--- src/rtl/cfgreg_pkg.sv ---
package cfgreg_pkg;

   // Field layout of the stored byte, MSB first
   typedef struct packed {
      logic       adc_pwr;
      logic       clk_sel;
      logic       irq_edge;
      logic       osc_dly;
      logic       clkmon;
      logic       fast_clkmon;
      logic [1:0] rate;
   } cfg_bits_t;

   localparam int unsigned CFG_W = $bits(cfg_bits_t);

   // Guarded fields: irq_edge, osc_dly, fast_clkmon, rate
   localparam logic [CFG_W-1:0] GUARD_MASK_DEF = 8'b0011_0111;
   localparam logic [CFG_W-1:0] RESET_VAL_DEF  = 8'b0001_0000;

endpackage

--- src/rtl/cfg_window_timer.sv ---
module cfg_window_timer #(
   parameter int unsigned WINDOW = 64
) (
   input  logic clk,
   input  logic rst_n,
   output logic in_window
);
   localparam int unsigned CNT_W = (WINDOW < 1) ? 1 : $clog2(WINDOW + 1);
   localparam logic [CNT_W-1:0] LIMIT = CNT_W'(WINDOW);

   generate
      if (WINDOW == 0) begin : g_closed
         // No window: the guarded bits are never writable in normal mode
         assign in_window = 1'b0;
      end else begin : g_count
         logic [CNT_W-1:0] cnt;

         always_ff @(posedge clk or negedge rst_n) begin
            if (!rst_n)
               cnt <= '0;
            else if (cnt != LIMIT)
               cnt <= cnt + 1'b1;
         end

         assign in_window = (cnt != LIMIT);


         cnt_bound_chk: assert property (@(posedge clk) disable iff (!rst_n)
            cnt <= LIMIT);

         cnt_hold_chk: assert property (@(posedge clk) disable iff (!rst_n)
            (cnt == LIMIT) |=> (cnt == LIMIT));
      end
   endgenerate

endmodule

--- src/rtl/cfg_write_lock.sv ---
module cfg_write_lock #(
   parameter bit ONE_SHOT = 1'b1
) (
   input  logic clk,
   input  logic rst_n,
   input  logic wr_hit,
   input  logic in_window,
   input  logic spec_mode,
   output logic guard_we
);
   logic spent;

   generate
      if (ONE_SHOT) begin : g_once
         always_ff @(posedge clk or negedge rst_n) begin
            if (!rst_n)
               spent <= 1'b0;
            else if (wr_hit && in_window && !spec_mode)
               spent <= 1'b1;
         end
         assign guard_we = wr_hit && (spec_mode || (in_window && !spent));
      end else begin : g_multi
         // Variant: any number of writes while the window is open
         assign spent    = 1'b0;
         assign guard_we = wr_hit && (spec_mode || in_window);
      end
   endgenerate


   spent_sticky_chk: assert property (@(posedge clk) disable iff (!rst_n)
      spent |=> spent);

   spent_blocks_chk: assert property (@(posedge clk) disable iff (!rst_n)
      (spent && !spec_mode) |-> !guard_we);

endmodule

--- src/rtl/cfg_bit_store.sv ---
module cfg_bit_store #(
   parameter int unsigned             DATA_W     = 8,
   parameter logic [DATA_W-1:0]       RESET_VAL  = '0,
   parameter logic [DATA_W-1:0]       GUARD_MASK = '0
) (
   input  logic              clk,
   input  logic              rst_n,
   input  logic              free_we,
   input  logic              guard_we,
   input  logic [DATA_W-1:0] wdata,
   output logic [DATA_W-1:0] q
);
   generate
      for (genvar i = 0; i < DATA_W; i++) begin : g_bit
         logic we_i;
         if (GUARD_MASK[i]) begin : g_guard
            assign we_i = guard_we;
         end else begin : g_free
            assign we_i = free_we;
         end

         always_ff @(posedge clk or negedge rst_n) begin
            if (!rst_n)
               q[i] <= RESET_VAL[i];
            else if (we_i)
               q[i] <= wdata[i];
         end
      end
   endgenerate


   guard_hold_chk: assert property (@(posedge clk) disable iff (!rst_n)
      !guard_we |=> ((q & GUARD_MASK) == ($past(q) & GUARD_MASK)));

endmodule

--- src/rtl/cfgreg_timelock.sv ---
module cfgreg_timelock
   import cfgreg_pkg::*;
#(
   parameter int unsigned         ADDR_W     = 16,
   parameter int unsigned         DATA_W     = 8,
   parameter logic [ADDR_W-1:0]   REG_ADDR   = 16'h0039,
   parameter int unsigned         WINDOW     = 64,
   parameter bit                  ONE_SHOT   = 1'b1,
   parameter logic [DATA_W-1:0]   RESET_VAL  = RESET_VAL_DEF,
   parameter logic [DATA_W-1:0]   GUARD_MASK = GUARD_MASK_DEF
) (
   input  logic              clk,
   input  logic              rst_n,
   input  logic [ADDR_W-1:0] bus_addr,
   input  logic              bus_wr,
   input  logic [DATA_W-1:0] bus_wdata,
   output logic [DATA_W-1:0] bus_rdata,
   input  logic              spec_mode,
   output logic              adc_pwr_en,
   output logic              clk_sel,
   output logic              irq_edge,
   output logic              osc_delay,
   output logic              clkmon_en,
   output logic              fast_clkmon_en,
   output logic [1:0]        rate_sel
);
   localparam logic [DATA_W-1:0] FREE_MASK = ~GUARD_MASK;

   // Elaboration-time parameter checks
   if (DATA_W != CFG_W) begin : g_bad_width
      $error("cfgreg_timelock: DATA_W must equal the field layout width");
   end
   if (ADDR_W < 1) begin : g_bad_addr
      $error("cfgreg_timelock: ADDR_W must be at least 1");
   end

   logic              hit;
   logic              wr_hit;
   logic              in_window;
   logic              guard_we;
   logic [DATA_W-1:0] q;
   cfg_bits_t         fields;

   assign hit    = (bus_addr == REG_ADDR);
   assign wr_hit = bus_wr && hit;

   cfg_window_timer #(.WINDOW(WINDOW)) u_timer (
      .clk       (clk),
      .rst_n     (rst_n),
      .in_window (in_window)
   );

   cfg_write_lock #(.ONE_SHOT(ONE_SHOT)) u_lock (
      .clk       (clk),
      .rst_n     (rst_n),
      .wr_hit    (wr_hit),
      .in_window (in_window),
      .spec_mode (spec_mode),
      .guard_we  (guard_we)
   );

   cfg_bit_store #(
      .DATA_W     (DATA_W),
      .RESET_VAL  (RESET_VAL),
      .GUARD_MASK (GUARD_MASK)
   ) u_store (
      .clk      (clk),
      .rst_n    (rst_n),
      .free_we  (wr_hit),
      .guard_we (guard_we),
      .wdata    (bus_wdata),
      .q        (q)
   );

   assign bus_rdata = hit ? q : '0;

   assign fields         = cfg_bits_t'(q);
   assign adc_pwr_en     = fields.adc_pwr;
   assign clk_sel        = fields.clk_sel;
   assign irq_edge       = fields.irq_edge;
   assign osc_delay      = fields.osc_dly;
   assign clkmon_en      = fields.clkmon;
   assign fast_clkmon_en = fields.fast_clkmon;
   assign rate_sel       = fields.rate;


   free_load_chk: assert property (@(posedge clk) disable iff (!rst_n)
      (bus_wr && hit) |=> ((q & FREE_MASK) == ($past(bus_wdata) & FREE_MASK)));

   late_write_chk: assert property (@(posedge clk) disable iff (!rst_n)
      (bus_wr && hit && !spec_mode && !in_window)
         |=> ((q & GUARD_MASK) == ($past(q) & GUARD_MASK)));

   off_addr_chk: assert property (@(posedge clk) disable iff (!rst_n)
      (bus_wr && !hit) |=> $stable(q));

   spec_load_chk: assert property (@(posedge clk) disable iff (!rst_n)
      (bus_wr && hit && spec_mode)
         |=> ((q & GUARD_MASK) == ($past(bus_wdata) & GUARD_MASK)));

endmodule

--- config.mk ---
export PLATFORM = sky130hd
export DESIGN_NAME = cfgreg_timelock
export DESIGN_NICKNAME = d
export VERILOG_FILES = /design/src/rtl/cfgreg_pkg.sv /design/src/rtl/cfg_window_timer.sv /design/src/rtl/cfg_write_lock.sv /design/src/rtl/cfg_bit_store.sv /design/src/rtl/cfgreg_timelock.sv
export SDC_FILE = /design/constraint.sdc
export NUM_CORES = 1
export LEC_CHECK = 0
export BUFFER_PORTS_ARGS = -buffer_cell sky130_fd_sc_hd__buf_2
export CAP_MARGIN = 20
export CORE_MARGIN = 2
export CORE_UTILIZATION = 40
export CTS_BUF_LIST = sky130_fd_sc_hd__clkbuf_8
export CTS_CLUSTER_DIAMETER = 150
export DETAILED_ROUTE_END_ITERATION = 12
export GPL_ROUTABILITY_DRIVEN = 1
export HOLD_SLACK_MARGIN = 0.1
export PLACE_DENSITY = 0.77
export SYNTH_ARGS = -nofsm -noshare
export SYNTH_HDL_FRONTEND = slang
export SYNTH_SLANG_ARGS = --single-unit
--- constraint.sdc ---
create_clock -name clk -period 1.78 [get_ports clk]
set_input_delay 0.356 -clock clk [delete_from_list [all_inputs] [get_ports clk]]
set_output_delay 0.356 -clock clk [all_outputs]
set_load 0.01 [all_outputs]
======== After elaboration in Yosys (flattened, before gate mapping) ========
Cells that the tools add are included.
word-level totals
  register bits after elaboration ......... 16
  input port bits ......................... 28
  output and inout bits ................... 16
operators by class
  eq/ne operators ......................... 2
  mux-type cells .......................... 1
  add/sub/neg operators ................... 1
  reductions and logical operators ........ 8
operator list
  kind                                                                     number
  16-bit by 6-bit equality test with 1-bit output (second input constant)  1
  8-bit two-way mux                                                        1
  7-bit by 1-bit adder with 7-bit output (second input constant)           1
  7-bit inequality test (second input constant)                            1
  1-bit logical AND                                                        5
  1-bit logical NOT                                                        2
  1-bit logical OR                                                         1

======== Longest topological paths before layout ========
Gate-level depths: netlist of the first run.
  depth after elaboration ................. 4
  gate-level depth with buffers ........... 5

======== Cells and area by module ========
A second synthesis of the first run with hierarchy kept.
unflattened totals
  cell total of the unflattened synthesis .. 63
  area, all modules ....................... 795.8 um2
by module, submodules not included
  module            instances  seq. area each (um2)  area an instance (um2)  cells each
  cfg_window_timer  1          175.2                 332.8                   27
  cfg_bit_store     1          201.4                 291.5                   16
  cfgreg_timelock   1          0.0                   121.4                   15
  cfg_write_lock    1          25.0                  50.0                    5

======== Worst setup path before layout of the first run ========
OpenSTA, ideal clock, no wires.
  path kind ............................... input to register
  from .................................... input bus_addr[15]
  to ...................................... register u_store.q[0]
  setup time .............................. 125 ps
  stages on the path ...................... 4
  setup slack ............................. -154 ps
  data required time ...................... 1655 ps
  data arrival time ....................... 1809 ps
  path through ............................ or4b_4 > nor4_4 > o211ai_2 > mux2_2
between the ends
  word-level cells in the longest chain between the ends .. 3
ends and longest elaborated chain
  element                                          RTL line               RTL
  from (decl)                                      cfgreg_timelock.sv:14  input logic [ADDR_W-1:0] bus_addr,
  16-bit by 6-bit equality test with 1-bit output  cfgreg_timelock.sv:44  assign hit = (bus_addr == REG_ADDR);
  1-bit logical AND                                cfgreg_timelock.sv:45  assign wr_hit = bus_wr && hit;
  1-bit logical AND                                cfg_write_lock.sv:21   assign guard_we = wr_hit && (spec_mode || (in_window && !spent));
  to (signal, indexed assignment)                  cfg_bit_store.sv:24    q[i] <= RESET_VAL[i];
  to (signal, indexed assignment)                  cfg_bit_store.sv:26    q[i] <= wdata[i];
  to (decl)                                        cfg_bit_store.sv:11    output logic [DATA_W-1:0] q
No other way between the ends.
A chain may end at the register's enable or synchronous reset.

======== Final worst setup path of the first run ========
  from .................................... input bus_addr[2]
  to ...................................... output bus_rdata[3]
between the ends
  word-level cells in the longest chain between the ends .. 2
ends and longest elaborated chain
  element                                          RTL line               RTL
  16-bit by 6-bit equality test with 1-bit output  cfgreg_timelock.sv:44
  8-bit two-way mux                                cfgreg_timelock.sv:75  assign bus_rdata = hit ? q : '0;
  to (decl)                                        cfgreg_timelock.sv:17  output logic [DATA_W-1:0] bus_rdata,
No other way between the ends.

==> implementation parameters, run 1 <==
Parameter                              Value

Die
  Std cell rows ... 15
  Effective utilization at floorplan ... 43.83%
  Number of I/O pins ... 44
  Area of the die ... 2301 sq um
  Width of the chip ... 47.97 um
  Die Ht ... 47.97 um
  Core outline area ... 1764 sq um

Routing
  WL/cell ... around 15 um
  Drt first pass iters ... 4
  DRT Wirelength ... around 2000 um
  Drt drc ... 0
  DR vias ... 688
  Number of DRC markers in iteration 0 ... 1
  Antenna-violating nets left ... 0
  Via-per-instance ratio ... slightly below 5

Final layout
  Commonest non-fill, non-tap cells in the layout ... buf_2 (34), dfrtp_1 (15), buf_6 (10)
  Number of fillers in the final layout ... 149
  Signed area change from the synthesized netlist to the final layout ... 59.22%
  Most common cell after layout, fill and taps aside ... buf_2
  Fin nets ... about 150
  Multi-input combinational cell area ... 409.1 sq um
  Number of antenna cells inserted ... 0
  Area used by sequential logic in the layout ... 401.6 sq um
  Share of cells above drive strength 1 ... 66.67%

Pwr
  Pwr Total ... 727.5 uW
  Worst voltage drop across the vdd grid ... 0.4213 mV
  Cell area power density ... roughly 590 nW/um^2
  Static leakage power ... 0.6522 nW

Critical path
  Setup slack on the worst flop-to-flop path ... roughly 0.07 ns
  Worst reg2reg path endpoint ... u_store.q[1]$_DFFE_PN0P_
  Crit path top cell by count ... buf_6
  Critical path peak fanout ... 4
  R2R cell count ... 4
  Arrival time reported for the critical path endpoint ... 1.74 ns
  R2r startpoint ... u_timer.g_count.cnt[5]$_DFFE_PN0P_
  CP max stage cell ... or4b_4
  Worst Path Class, Setup ... input port to primary output
  Data required time at the worst endpoint ... 1.42 ns
  Endpoint kind of the worst setup timing path ... primary output
  Longest individual stage delay on the worst path ... 0.55 ns
  Startpoint type of the worst setup path ... input port
  Critical path, cell by cell ... buf_6 -> or4b_4 -> nor4_4 -> buf_2 -> and2_4 -> buf_6

Logic synthesis
  Avg Cell Area, Syn ... approximately 13 sq um
  Yosys warning total ... 0
  Distinct cells, synth ... 19
  Cell count after synthesis ... 61
  Number of synthesized register bits ... 16
  Netlist area before placement ... 773.2 sq um
  Nets in the synthesized netlist ... 91
  Sequential cell area fraction in the yosys report ... 51.94%

Min path
  Min-Delay Path Depth ... 2
  Worst hold-check path type ... input port to flop
  Startpoint of the tightest hold check path ... bus_wdata[3]
  Hold worst-path end ... u_store.q[3]$_DFFE_PN0P_

Global routing
  Number of antenna violations at the first check in global routing ... 0
  Maximum number of pins on one net before global-route repair ... 17
  Total congestion overflow after global routing ... 0
  GRT Resource Usage Total ... 17.34%
  Global-route wire length before repair ... ~2500 um
  Vias in the first global route ... roughly 600

Timing
  Smallest hold slack ... roughly 0.34 ns
  Worst slew margin relative to its limit ... 75.97%
  Final setup viols ... 17
  Max Freq ... 477.6 MHz
  Fin. max-slew vios ... 0
  Slew @ Worst Pin ... 0.3571 ns
  Worst-case setup margin in the final layout ... -0.3139 ns
  Clock period minus worst slack ... 2.094 ns
  Share of the cycle needed by the critical path after routing ... 117.6%
  Worst-case clock skew ... 0.002222 ns
  Hold Fails Final Rpt ... 0
  Setup repair after global routing missed its margin ... true

Place
  Routability congestion estimate from global placement ... 0.7844
  Half-perimeter wire length after placement ... 1420 um
  PortBufs ... 43

CTS
  Clock sink count ... 16
  Clock tree from TritonCTS ... built
  Root cell of the clock tree ... clkbuf_8
  Clock buffers created by TritonCTS ... 3
  Clock slew seen by the registers of the worst setup and hold paths ... approximately 0.060 ns
  Worst-skew pair later-pin latency ... 0.25 ns
  H-Tree Level Count ... 1
  Bufs on Longest Clock Path ... 2

Outcome
  Outcome ... complete, but fails checks
  Failing checks ... negative setup slack

Job
  Number of max-capacitance violations reported ... 0
==> layer usage <==
metal | GRT usage [%] | wire length (um) | vias to the layer above
li1 | - | - | 326
met1 | 18.76 | 711 | 321
met2 | 31.20 | 1093 | 37
met3 | 3.396 | 183 | 4
met4 | 9.730 | 34 | 0
met5 | 0 | 0 | -
==> per-stage QoR <==
step,instances,util (%),setup TNS (ns),instance area [sq um],worst slack [ns]
2_1_floorplan,61,-,-1.822,777.0,-0.1469
3_3_place_gp,132,59.29,-4.091,1046,-0.2740
3_5_place_dp,132,59.29,-4.728,1046,-0.3026
4_1_cts,139,64.89,-2.735,1145,-0.2885
5_1_grt,139,69.79,-3.936,1231,-0.3502
6_report,139,69.79,-3.342,1231,-0.3139
==> worst max path at each step <==
stage | from | to | slack (ns) | depth (start not counted)
5_1_grt | bus_addr[2] | bus_rdata[3] | -0.35 | 6
4_1_cts | bus_addr[8] | bus_rdata[0] | -0.29 | 6
2_1_floorplan | bus_addr[8] | u_store.q[0]$_DFFE_PN0P_ | -0.15 | 4
3_5_place_dp | bus_addr[8] | bus_rdata[0] | -0.30 | 6
3_3_place_gp | bus_addr[8] | bus_rdata[2] | -0.27 | 6
6_report | bus_addr[2] | bus_rdata[3] | -0.31 | 6
==> layout make-up <==
type	instances	share of cell area [%]
clock buffers	4	4.472
inverters	3	0.9146
multi-input cells	42	33.23
flip-flops and latches	16	32.62
well taps	25	2.541
repair buffers	49	26.22
==> flip-flops by register name (all words and copies together) (netlist names) <==
signal	flops
u_timer.g_count.cnt	7
u_lock.spent	1
u_store.q	8
==> repair_timing <==
action,CTS,global route
gates cloned,1,0
hold buffers,1,0
gates resized for setup,5,21
endpoints found under the setup margin,12,17
setup buffers,2,1
endpoints found under the hold margin,15,0
pin swaps,3,6
==> where the power goes <==
part | total [mW] | internal (mW) | leakage, nW | switching, mW
registers | 0.364 | 0.364 | 0.200 | 0.0000313
clock network | 0.314 | 0.196 | 0.0288 | 0.118
logic | 0.0491 | 0.0280 | 0.423 | 0.0211
total | 0.727 | 0.588 | 0.652 | 0.139
==> critical path: cells and delay by family <==
kind          cells  cell delay (ns)
buf+inv           3             0.37
simple gates      3             1.01
==> cell usage after synthesis <==
cell	number	area share, %
nand3_1	4	2.6
inv_1	3	1.5
or4_1	2	1.9
nor4_4	1	2.8
and2_1	8	6.5
mux2_2	9	13
o31ai_1	1	0.97
nand2_1	1	0.48
o211ai_2	1	1.6
nand4b_1	1	1.1
nor4_1	1	0.81
dfrtp_1	15	49
nor2_1	1	0.48
or4b_4	1	1.8
ha_1	2	3.2
and3_1	2	1.6
a31oi_1	1	0.81
xnor2_1	6	6.8
dfstp_2	1	3.4
==> cell families after synthesis <==
kind of cell               count (synthesis)  synth area share [%]
buffers and inverters                      3                 1.456
and+or+nand+nor                           22                 20.06
adders and majority gates                  2                 3.236
DFF                                       16                 51.94
xor gates and xnor gates                   6                 6.796
muxes                                      9                 13.11
AOI/OAI and AO/OA                          3                 3.399
Power figures use the tool's default switching activity.
==> run 2: changes to the inputs <==
--- a/config.mk
+++ b/config.mk
@@ -7,6 +7,7 @@
 export LEC_CHECK = 0
 export BUFFER_PORTS_ARGS = -buffer_cell sky130_fd_sc_hd__buf_2
 export CAP_MARGIN = 20
+export CORE_ASPECT_RATIO = 1.1
 export CORE_MARGIN = 2
 export CORE_UTILIZATION = 40
 export CTS_BUF_LIST = sky130_fd_sc_hd__clkbuf_8
@@ -18,3 +19,4 @@
 export SYNTH_ARGS = -nofsm -noshare
 export SYNTH_HDL_FRONTEND = slang
 export SYNTH_SLANG_ARGS = --single-unit
+export TNS_END_PERCENT = 10
==> run 2 against run 1 <==
Effect of this change: the flow still finishes with violations (negative setup slack); sequential power hardly changed; critical path depth unchanged; final cell count decreased by 3.6%; clock skew up 0.0038 ns; register-to-register slack got worse by 0.07 ns; final area fell by 1.4%.
==> implementation parameters, run 2 (synthesized netlist as in run 1, its figures left out) <==
Parameter                              Value

Outcome
  Outcome ... complete, but fails checks
  Failing checks ... negative setup slack

Final layout
  Share of cells above drive strength 1 ... about two thirds
  Most common cell after layout, fill and taps aside ... buf_2
  Area used by sequential logic in the layout ... 401.6 sq um
  Largest regs ... u_store.q x8, u_timer.g_count.cnt x7, u_lock.spent x1
  Commonest non-fill, non-tap cells in the layout ... buf_2 (36), dfrtp_1 (15), mux2_2 (9)
  Number of fillers in the final layout ... 135
  Multi-input combinational cell area ... 401.6 sq um
  Max FFs per register ... 8
  Signed area change from the synthesized netlist to the final layout ... 56.96%
  Number of antenna cells inserted ... 0
  Final std cells w/o fill ... 134
  Register name with the most flops ... u_store.q
  Fin nets ... 147

Critical path
  Setup slack on the worst flop-to-flop path ... 0 ns
  Arrival time reported for the critical path endpoint ... between 1.5 and 2 ns
  R2r startpoint ... u_timer.g_count.cnt[5]$_DFFE_PN0P_
  Endpoint kind of the worst setup timing path ... primary output
  Worst Path Class, Setup ... input port to primary output
  Data required time at the worst endpoint ... around 1.4 ns
  Startpoint type of the worst setup path ... input port
  R2R cell count ... 4
  Worst reg2reg path endpoint ... u_store.q[1]$_DFFE_PN0P_
  Critical path peak fanout ... 5

Global routing
  Total congestion overflow after global routing ... 0
  Maximum number of pins on one net before global-route repair ... 17
  Vias in the first global route ... ~710
  Met3 usage ... under 10%
  Global-route wire length before repair ... 2801 um
  Global route hottest layer ... met2
  Number of antenna violations at the first check in global routing ... 0
  GRT Resource Usage Total ... between 15 and 20%
  Met2 usage ... about 30%
  Met1 track demand over resource ... 16.16%

CTS
  H-Tree Level Count ... 1
  Root cell of the clock tree ... clkbuf_8
  Bufs on Longest Clock Path ... 2
  Worst-skew pair later-pin latency ... 0.24 ns
  Clock tree from TritonCTS ... built
  Clock slew seen by the registers of the worst setup and hold paths ... 0.06 ns
  Clock buffers created by TritonCTS ... 3
  Clock sink count ... 16

Routing
  Drt drc ... 0
  WL/cell ... 15.06 um
  Drt first pass iters ... 3
  Number of DRC markers in iteration 0 ... 2
  DRT Wirelength ... 2018 um
  Antenna-violating nets left ... 0
  DR vias ... about 690
  Via-per-instance ratio ... 5.112

Die
  Area of the die ... between 2000 and 2500 sq um
  Core outline area ... 1802 sq um
  Die Ht ... roughly 50 um
  Effective utilization at floorplan ... 42.92%
  Std cell rows ... 16
  Width of the chip ... 45.92 um
  Number of I/O pins ... 44

Timing
  Max Freq ... 479.6 MHz
  Share of the cycle needed by the critical path after routing ... 117.1%
  Slew @ Worst Pin ... slightly above 0.4 ns
  Clock period minus worst slack ... 2.085 ns
  Setup repair after global routing missed its margin ... true
  Fin. max-slew vios ... 0
  Smallest hold slack ... 0.3418 ns
  Hold Fails Final Rpt ... 0
  Worst-case clock skew ... 0.006068 ns
  Final TNS setup ... -3.563 ns
  Worst slew margin relative to its limit ... 72.21%
  Worst-case setup margin in the final layout ... -0.3050 ns
  Final setup viols ... 17

Place
  Half-perimeter wire length after placement ... 1334 um
  Total instance count after detailed placement ... 125
  PortBufs ... 43
  Worst setup slack after placement ... -0.2839 ns
  Routability congestion estimate from global placement ... 0.7052

Pwr
  Static leakage power ... 0.6553 nW
  Pwr Total ... 727.0 uW
  Worst voltage drop across the vdd grid ... 0.5785 mV
  Cell area power density ... 599.0 nW/um^2

Min path
  Min-Delay Path Depth ... 2
  Hold worst-path end ... u_store.q[5]$_DFFE_PN0P_
  Worst hold-check path type ... input port to flop
  Startpoint of the tightest hold check path ... bus_wdata[5]

Job
  Number of max-capacitance violations reported ... 0
run 2: worst max-delay path by stage:
stage | end | from | cells past startpoint
global route | bus_rdata[1] | bus_addr[2] | 6
floorplan | u_store.q[0]$_DFFE_PN0P_ | bus_addr[8] | 4
global placement | bus_rdata[3] | bus_addr[8] | 6
finish | bus_rdata[4] | bus_addr[2] | 6
CTS | bus_rdata[1] | bus_addr[13] | 6
detailed placement | bus_rdata[1] | bus_addr[8] | 6
run 2: critical path, cell delays in order:
cell	delay (ns)
buf_6	0.09
or4b_4	0.54
nor4_4	0.32
buf_4	0.19
and2_4	0.14
buf_6	0.09
run 2: stage by stage:
stage	area, sq um	util, %
global route	1214	67.36
finish	1214	67.36
detailed placement	1037	57.57
global placement	1037	57.57
floorplan	777.0	-
CTS	1135	62.99
run 2: timing repair:
action,4_1_cts,5_1_grt
endpoints found under the setup margin,12,17
gates cloned,0,1
hold buffers,1,0
resized for setup,3,16
pin swaps,4,5
setup buffers,2,1
endpoints found under the hold margin,15,0
run 2: layer usage:
metal | up-vias | wire (um)
met3 | 8 | 164
met5 | - | 0
met2 | 37 | 1101
met1 | 315 | 676
li1 | 325 | -
met4 | 0 | 76
run 2: power by group:
| part | leakage (nW) | switching [mW] | internal [mW] | total (mW) |
|---|---|---|---|---|
| Combinational | 0.426 | 0.0204 | 0.0284 | 0.0488 |
| Sequential | 0.200 | 0.0000289 | 0.364 | 0.364 |
| Clock | 0.0288 | 0.118 | 0.196 | 0.314 |
run 2: cell type report:
cell class	count	area share (%)
clock buffers	4	4.536
well taps	18	1.856
multi-input cells	42	33.09
repair buffers	51	26.49
inverters	3	0.9278
flip-flops and latches	16	33.09
